<file path="src/rtl/ucnt_pkg.sv">
package ucnt_pkg;
  localparam int CFG_EN_BIT   = 7;
  localparam int CFG_TRIG_BIT = 6;
  localparam int CFG_SWC_BIT  = 5;
  localparam int CFG_MODE_W   = 4;

  localparam logic [CFG_MODE_W-1:0] MODE_TSTAMP = 4'd1;
  localparam logic [CFG_MODE_W-1:0] MODE_WDOG   = 4'd2;

  localparam int ADDR_CFG    = 0;
  localparam int ADDR_RELOAD = 1;
  localparam int ADDR_COUNT  = 2;

  typedef struct packed {
    logic                  run_en;
    logic                  trig_en;
    logic [CFG_MODE_W-1:0] mode;
  } ucnt_cfg_t;
endpackage

</file>
<file path="src/rtl/ucnt_regs.sv">
module ucnt_regs
  import ucnt_pkg::*;
#(
  parameter int DATA_W = 16,
  parameter int ADDR_W = 2
) (
  input  logic              clk,
  input  logic              rst,
  input  logic              we,
  input  logic [ADDR_W-1:0] waddr,
  input  logic [DATA_W-1:0] wdata,
  input  logic [ADDR_W-1:0] raddr,
  input  logic [DATA_W-1:0] count,
  output ucnt_cfg_t         cfg,
  output logic [DATA_W-1:0] reload,
  output logic              swc_pulse,
  output logic [DATA_W-1:0] rdata
);
  localparam logic [ADDR_W-1:0] A_CFG = ADDR_W'(ADDR_CFG);
  localparam logic [ADDR_W-1:0] A_RLD = ADDR_W'(ADDR_RELOAD);
  localparam logic [ADDR_W-1:0] A_CNT = ADDR_W'(ADDR_COUNT);

  ucnt_cfg_t         cfg_q;
  logic [DATA_W-1:0] reload_q;
  logic              swc_q;
  logic [DATA_W-1:0] rdata_q;
  logic [DATA_W-1:0] cfg_view;
  logic              wr_cfg;
  logic              wr_rld;

  assign wr_cfg = we && (waddr == A_CFG);
  assign wr_rld = we && (waddr == A_RLD);

  always_ff @(posedge clk) begin
    if (rst) begin
      cfg_q    <= '0;
      reload_q <= '0;
      swc_q    <= 1'b0;
    end else begin
      swc_q <= wr_cfg && wdata[CFG_SWC_BIT];
      if (wr_cfg) begin
        cfg_q.run_en  <= wdata[CFG_EN_BIT];
        cfg_q.trig_en <= wdata[CFG_TRIG_BIT];
        cfg_q.mode    <= wdata[CFG_MODE_W-1:0];
      end
      if (wr_rld) reload_q <= wdata;
    end
  end

  always_comb begin
    cfg_view = '0;
    cfg_view[CFG_EN_BIT]       = cfg_q.run_en;
    cfg_view[CFG_TRIG_BIT]     = cfg_q.trig_en;
    cfg_view[CFG_MODE_W-1:0]   = cfg_q.mode;
  end

  always_ff @(posedge clk) begin
    if (rst) rdata_q <= '0;
    else begin
      case (raddr)
        A_CFG:   rdata_q <= cfg_view;
        A_RLD:   rdata_q <= reload_q;
        A_CNT:   rdata_q <= count;
        default: rdata_q <= '0;
      endcase
    end
  end

  assign cfg       = cfg_q;
  assign reload    = reload_q;
  assign swc_pulse = swc_q;
  assign rdata     = rdata_q;

  logic unused_wdata;
  assign unused_wdata = ^{wdata[DATA_W-1:CFG_EN_BIT+1], wdata[CFG_SWC_BIT-1:CFG_MODE_W]};


  cfg_rd_zero_chk: assert property (@(posedge clk) disable iff (rst)
    (raddr == A_CFG) |=> (rdata[DATA_W-1:CFG_EN_BIT+1] == '0) && (rdata[CFG_SWC_BIT:CFG_MODE_W] == '0));

  swc_after_write_chk: assert property (@(posedge clk) disable iff (rst)
    (wr_cfg && wdata[CFG_SWC_BIT]) |=> swc_pulse);

  swc_single_chk: assert property (@(posedge clk) disable iff (rst)
    !(wr_cfg && wdata[CFG_SWC_BIT]) |=> !swc_pulse);
endmodule

</file>
<file path="src/rtl/ucnt_ctl.sv">
module ucnt_ctl
  import ucnt_pkg::*;
(
  input  logic      clk,
  input  logic      rst,
  input  ucnt_cfg_t cfg,
  input  logic      swc_pulse,
  input  logic      mbx_pulse,
  output logic      do_load,
  output logic      do_clear,
  output logic      do_inc,
  output logic      do_dec
);
  logic is_ts, is_wd, hw_evt, any_evt;

  assign is_ts   = (cfg.mode == MODE_TSTAMP);
  assign is_wd   = (cfg.mode == MODE_WDOG);
  assign hw_evt  = mbx_pulse && cfg.trig_en && (is_ts || is_wd);
  assign any_evt = swc_pulse || hw_evt;

  assign do_load  = any_evt && is_wd;
  assign do_clear = any_evt && !is_wd;
  assign do_inc   = cfg.run_en && is_ts && !any_evt;
  assign do_dec   = cfg.run_en && is_wd && !any_evt;


  one_action_chk: assert property (@(posedge clk) disable iff (rst)
    $onehot0({do_load, do_clear, do_inc, do_dec}));

  trig_ignored_chk: assert property (@(posedge clk) disable iff (rst)
    (!swc_pulse && (!cfg.trig_en || !(is_ts || is_wd))) |-> !(do_load || do_clear));

  reserved_idle_chk: assert property (@(posedge clk) disable iff (rst)
    !(is_ts || is_wd) |-> !(do_inc || do_dec));
endmodule

</file>
<file path="src/rtl/ucnt_core.sv">
module ucnt_core #(
  parameter int CNT_W = 16
) (
  input  logic             clk,
  input  logic             rst,
  input  logic             do_load,
  input  logic             do_clear,
  input  logic             do_inc,
  input  logic             do_dec,
  input  logic [CNT_W-1:0] reload,
  output logic [CNT_W-1:0] count,
  output logic             expired
);
  logic [CNT_W-1:0] cnt_q;
  logic             exp_q;

  always_ff @(posedge clk) begin
    if (rst) begin
      cnt_q <= '0;
      exp_q <= 1'b0;
    end else if (do_load) begin
      cnt_q <= reload;
      exp_q <= 1'b0;
    end else if (do_clear) begin
      cnt_q <= '0;
    end else if (do_inc) begin
      cnt_q <= cnt_q + 1'b1;
    end else if (do_dec && !exp_q) begin
      if (cnt_q != '0) cnt_q <= cnt_q - 1'b1;
      if (cnt_q <= CNT_W'(1)) exp_q <= 1'b1;
    end
  end

  assign count   = cnt_q;
  assign expired = exp_q;


  exp_sticky_chk: assert property (@(posedge clk) disable iff (rst)
    (expired && !do_load) |=> expired);

  exp_stopped_chk: assert property (@(posedge clk) disable iff (rst)
    (expired && do_dec) |=> $stable(count));

  load_value_chk: assert property (@(posedge clk) disable iff (rst)
    do_load |=> (count == $past(reload)) && !expired);

  inc_step_chk: assert property (@(posedge clk) disable iff (rst)
    do_inc |=> count == $past(count) + 1'b1);

  hold_chk: assert property (@(posedge clk) disable iff (rst)
    !(do_load || do_clear || do_inc || do_dec) |=> $stable(count));
endmodule

</file>
<file path="src/rtl/util_counter_top.sv">
module util_counter_top
  import ucnt_pkg::*;
#(
  parameter int CNT_W  = 16,
  parameter int ADDR_W = 2
) (
  input  logic              clk,
  input  logic              rst,
  input  logic              reg_we,
  input  logic [ADDR_W-1:0] reg_waddr,
  input  logic [CNT_W-1:0]  reg_wdata,
  input  logic [ADDR_W-1:0] reg_raddr,
  output logic [CNT_W-1:0]  reg_rdata,
  input  logic              mbx_rx_pulse,
  output logic [CNT_W-1:0]  count_o,
  output logic              expired_o
);
  ucnt_cfg_t        cfg;
  logic [CNT_W-1:0] reload;
  logic             swc_pulse;
  logic             do_load, do_clear, do_inc, do_dec;

  ucnt_regs #(.DATA_W(CNT_W), .ADDR_W(ADDR_W)) u_regs (
    .clk(clk), .rst(rst), .we(reg_we), .waddr(reg_waddr), .wdata(reg_wdata),
    .raddr(reg_raddr), .count(count_o), .cfg(cfg), .reload(reload),
    .swc_pulse(swc_pulse), .rdata(reg_rdata)
  );

  ucnt_ctl u_ctl (
    .clk(clk), .rst(rst), .cfg(cfg), .swc_pulse(swc_pulse), .mbx_pulse(mbx_rx_pulse),
    .do_load(do_load), .do_clear(do_clear), .do_inc(do_inc), .do_dec(do_dec)
  );

  ucnt_core #(.CNT_W(CNT_W)) u_core (
    .clk(clk), .rst(rst), .do_load(do_load), .do_clear(do_clear),
    .do_inc(do_inc), .do_dec(do_dec), .reload(reload),
    .count(count_o), .expired(expired_o)
  );
endmodule

</file>
<file path="config.mk">
export PLATFORM = sky130hd
export DESIGN_NAME = util_counter_top
export DESIGN_NICKNAME = d
export VERILOG_FILES = /design/src/rtl/ucnt_pkg.sv /design/src/rtl/ucnt_regs.sv /design/src/rtl/ucnt_ctl.sv /design/src/rtl/ucnt_core.sv /design/src/rtl/util_counter_top.sv
export SDC_FILE = /design/constraint.sdc
export NUM_CORES = 1
export LEC_CHECK = 0
export ABC_AREA = 1
export CORE_MARGIN = 2
export CORE_UTILIZATION = 36
export CTS_BUF_LIST = sky130_fd_sc_hd__clkbuf_4 sky130_fd_sc_hd__clkbuf_8
export CTS_CLUSTER_DIAMETER = 150
export CTS_CLUSTER_SIZE = 10
export DETAILED_ROUTE_END_ITERATION = 12
export SYNTH_ARGS = -nofsm -noshare
export SYNTH_HDL_FRONTEND = slang
export SYNTH_HIERARCHICAL = 1
export SYNTH_SLANG_ARGS = --single-unit
</file>
<file path="constraint.sdc">
create_clock -name clk -period 4.7 [get_ports clk]
set_input_delay 0.47 -clock clk [delete_from_list [all_inputs] [get_ports clk]]
set_output_delay 0.47 -clock clk [all_outputs]
set_load 0.02 [all_outputs]
</file>
# Yosys cells after proc, flatten, opt, wreduce, memory -nomap -nowiden
# Index checks and enable logic that the tools add are counted.
# totals
reg_bits	56
romBits	0
latch_bits	0
output_inout_bits	33
memories	0
word_cells	49
input_bits	24
ram_bits	0
# op_classes
mul	0
n_mux	6
shift	0
add_sub_neg	2
n_div	0
bitwise_logic	2
eq_ne	5
n_lt_le_gt_ge	1
reduce_logical	25
# ops
op	count
16-bit two-way mux	5
16-bit case mux with 3 select lines	1
16-bit by 1-bit adder with 16-bit output (second input constant)	1
16-bit by 1-bit <= comparator with 1-bit output (second input constant)	1
16-bit nonzero test	1
16-bit by 1-bit subtractor with 16-bit output (second input constant)	1
1-bit logical AND	12
4-bit nonzero test	2
2-bit by 1-bit equality test with 1-bit output (second input constant)	2
4-bit by 1-bit equality test with 1-bit output (second input constant)	1
4-bit by 2-bit equality test with 1-bit output (second input constant)	1
2-bit logical NOT	2
4-bit AND reduction	1
1-bit logical NOT	3
2-bit equality test (second input constant)	1
1-bit logical OR	2
1-bit inverter	2
2-bit AND reduction	1
2-bit OR reduction	1

# Longest topological paths before layout
# logic_depth
word_depth	11
depth_mapped	17
depth_no_buf	15

# Hierarchy
# The synthesis kept the hierarchy.
# modules_own_cells
module	seq_area_each_um2	n_inst	area_per_inst_um2	cells_per_inst
ucnt_regs	780.7	1	1715.4	202
ucnt_core	340.3	1	1438.9	234
ucnt_ctl	0.0	1	88.8	20

# Least setup slack after synthesis
# No wires, ideal clock.
# synth_path
path_type	input -> register
start	in mbx_rx_pulse
end	reg u_core.cnt_q[7], in the netlist u_core/count[7]
path_buffers	2
stages	11
setup_time_ns	0.122
setup_slack_ns	2.959
t_arrival_ns	1.619
t_required_ns	4.578
path_cell_list	nand2_1 > inv_1 > nand2_2 > a21oi_1 > buf_2 > or2_1 > nor2_4 > nand2_4 > buf_2 > o21ai_0 > a21oi_1
# synth_between
word_cells_on_any_way	15
cone_classes	mux: 3; reduce/logical: 12
# synth_lines
element	line	source
start, declared	util_counter_top.sv:14	input logic mbx_rx_pulse,
1-bit logical AND (*) (2 in a row)	ucnt_ctl.sv:18	assign hw_evt = mbx_pulse && cfg.trig_en && (is_ts || is_wd);
1-bit logical OR (*)	ucnt_ctl.sv:19	assign any_evt = swc_pulse || hw_evt;
1-bit logical AND (*)	ucnt_ctl.sv:21	assign do_load = any_evt && is_wd;
net do_load	util_counter_top.sv:21	logic do_load, do_clear, do_inc, do_dec;
4-bit nonzero test (no line)	--	
2-bit AND reduction (no line)	--	
end signal, assigned	ucnt_core.sv:22	cnt_q <= reload;
end signal, assigned	ucnt_core.sv:27	cnt_q <= cnt_q + 1'b1;
end signal, assigned	ucnt_core.sv:29	if (cnt_q != '0) cnt_q <= cnt_q - 1'b1;
end, declared	ucnt_core.sv:14	logic [CNT_W-1:0] cnt_q;
# Mark *: on every way through the listed nets, which the timed path passes. The rest lies on a longest branch.
# A chain may end at the register's enable or synchronous reset.

# Final worst setup path
# layout_path
start	in mbx_rx_pulse
end	reg u_core.cnt_q[11], in the netlist u_core/count[11]
# The elaborated chain is that of the path after synthesis.

==> impl_metrics.toml <==
[sta]
max_freq_mhz = 449.4
tightest_slew_ps = 1027
rsz0062_at_grt = "false"
fin_crit_sh = 0.4734
fin_crit_ps = 2225
relSlewSlack = 0.3129
setup_tns_ps = 0
setup_viol = 0
drv_slew = 0
finClkSkew_ps = 9.516
fin_ws_ps = 2475
finalHoldViolations = 0

[clocking]
clk_pin_slew_ps = 100
cts_max_level = 2
clockBufferDepth = 2
cts_root_buf = "clkbuf_8"
cts_setup_buffers = 0
tritoncts = "done"
cts_buffers = 5
cts-resized-gates = 0
cts_sinks = 56
cts-hold-fix-buffers = 0
clock_latency_ps = 300

[placed_design]
dp.cells = 598
place_ws_ps = 2166
place.gp.congestion = 0.8536
place.port_buffers = 56
dp_hpwl_mm = 6.439

[routing]
drc = 0
via_per_inst = 5.256
routed_wl_mm = 8.649
first_pass_iters = 6
wire_per_inst_um = 14.30
drtIter0Drc = 286
routed-via-count = 3180
ant_nets = 0

[global_route]
grt_pass1_wl_mm = 14.77
antenna_found_initial = 0
track_usage = 0.1832
grt_max_degree = 31
gr-total-overflow = 0
grt_pass1_vias = 3081

[critical_path]
timing.rr.end = "u_core/count[11]"
start_kind = "input pin"
end_kind = "register"
crit_required_ps = 4900
worstSetupPathType = "input pin to register"
r2r_slack_ps = 2470
cp_data_arrival_time_ps = 2430
cp_max_fo = 19
crit-reg2reg-launch = "u_regs/cfg[1]"
r2r_cells = 13

[floorplanning]
start_util = 0.3719
die_y_um = 98.92
rows = 34
fp.coreArea_mm2 = 0.008721
io_pins = 57
die_w_um = 98.92
fp.dieArea_mm2 = 0.009784

[hold_path]
whs_path_depth = 2
hp-class = "register to register"
whs_endpoint = "u_regs/reload[5]"
min_from = "u_regs/reload[5]"

[power]
clkPwrFrac = 0.257
total_power_mw = 1.018
power_density_mw_per_mm2 = 265.1
seqPwrFrac = 0.507
cell_internal_pwr_uw = 695.3
combPwrFrac = 0.235
p_leak_nw = 1.516
worst_ir_drop_vdd_v = 0.0001521
p_switching_uw = 322.4
switching_share = 0.3168

[flow_run]
max_cap_viol_count = 0

[synthesis]
syn-cell-area_mm2 = 0.003243
ys.flop_type = "dfxtp_1"
synth_edf_count = 0
synth-seq-area-share = 0.3457
async_flop_share = 0
ys_types = 34
synth_area_per_cell_um2 = 7.112
yosys_warnings = 6
synth_nets = 483
ys_seq_elements = 56
postSynthCellCount = 456

[finish]
n_fill_cell = 910
area_growth_pct = 18.36
diodes = 0
final_util = 0.4402
fin_nets = 524
regArea_mm2 = 0.001121
drive_above_1_share = 0.1127
final_cells = 605
multi_input_area_mm2 = 0.001769

[status]
status = "finished, final reports clean"
-- cell families (layout without fill, tap and decap cells) --
kind of cell             count (synthesis)  count (layout)  share of synthesized area
flip-flops                              56              56                     0.3457
XOR/XNOR                                 1               1                   0.002701
AO/OA/AOI/OAI                          104             104                     0.1775
AND/OR/NAND/NOR                        231             231                     0.3538
buffers and inverters                   61             102                     0.1088
adder cells (fa/ha/maj)                  3               3                    0.01158
-- per-layer routing --
layer,track usage,up-vias,wire length (um)
met5,0,-,0
met4,0.04953,0,104
met3,0.02199,7,403
met2,0.2973,103,3998
met1,0.2575,1463,4143
li1,-,1607,-
-- synthesized netlist by cell type, types with 2 or more instances --
master | number | area, um^2
a21oi_1 | 59 | 295.3
a21oi_2 | 10 | 87.58
a31oi_1 | 2 | 12.51
buf_12 | 2 | 40.04
buf_2 | 11 | 55.05
buf_4 | 3 | 22.52
buf_6 | 7 | 78.83
dfxtp_1 | 56 | 1121
ha_1 | 3 | 37.54
inv_1 | 32 | 120.1
inv_4 | 2 | 12.51
nand2_1 | 104 | 390.4
nand2_2 | 15 | 93.84
nand3_1 | 37 | 185.2
nand3b_1 | 7 | 52.55
nand4_1 | 23 | 143.9
nor2_1 | 27 | 101.4
nor2_2 | 7 | 43.79
nor2_4 | 5 | 56.30
nor2_8 | 2 | 40.04
o21ai_0 | 29 | 145.1
-- how the worst max path moves through the flow --
stage	cells after the start	endpoint	start	slack, ps
after floorplan	11	u_core/count[7]	mbx_rx_pulse	2960
after global placement	12	u_core/count[0]	mbx_rx_pulse	2220
after detailed placement	12	u_core/count[11]	mbx_rx_pulse	2170
after CTS	12	u_core/count[10]	mbx_rx_pulse	2480
after global routing	13	u_core/count[10]	u_regs/cfg[1]	2190
final	12	u_core/count[11]	mbx_rx_pulse	2470
-- final cells by class --
class | instances | share of cell area
timing repair buffer | 59 | 0.1519
multi-input combinational | 339 | 0.4609
clock buffer | 6 | 0.01988
tap | 108 | 0.03520
inverter | 36 | 0.03781
clock inverter | 1 | 0.002282
sequential | 56 | 0.2920
-- registers in the layout (all words and copies together), names as in the netlist --
name              cells
u_core/count         16
u_regs/swc_pulse      1
u_regs/reload        16
u_regs/rdata         16
u_core/expired        1
u_regs/cfg            6
-- cells in the final DEF (no fill, tap or decap), types with 2 or more instances in the layout --
master           Yosys  final
nand2_1            104    104
a21oi_1             59     59
clkdlybuf4s50_1      0     56
dfxtp_1             56     56
nand3_1             37     37
inv_1               32     32
o21ai_0             29     29
nor2_1              27     27
nand4_1             23     23
nand2_2             15     15
a21oi_2             10     10
nor2_2               7      7
nand3b_1             7      7
clkbuf_8             0      5
nor2_4               5      5
ha_1                 3      3
buf_4                3      3
inv_6                1      2
a31oi_1              2      2
inv_4                2      2
nor2_8               2      2
-- stage by stage --
step                      hold slack [ps]  instance area, um^2
after global placement              480.2                 3754
after floorplan                     452.0                 3243
after CTS                           496.3                 3839
after detailed placement            478.5                 3754
final                               489.9                 3839
after global routing                528.4                 3839
-- worst max-delay path: stages --
cell	delay [ps]
clkdlybuf4s50_1	450
nand2_1	50
inv_1	70
nand2_2	70
a21oi_1	120
buf_4	240
or2_1	390
nor2_4	60
nand2_4	180
inv_6	100
a21oi_1	150
a21oi_1	80
-- power by group through the flow --
stage                     logic [mW]  clock network, mW  registers (mW)
after floorplan                0.163                  0           0.528
after global placement         0.236                  0           0.527
after detailed placement       0.237                  0           0.527
after CTS                      0.238              0.271           0.516
after global routing           0.269              0.288           0.520
final                          0.239              0.262           0.516
(Power assumes the default switching activity.)
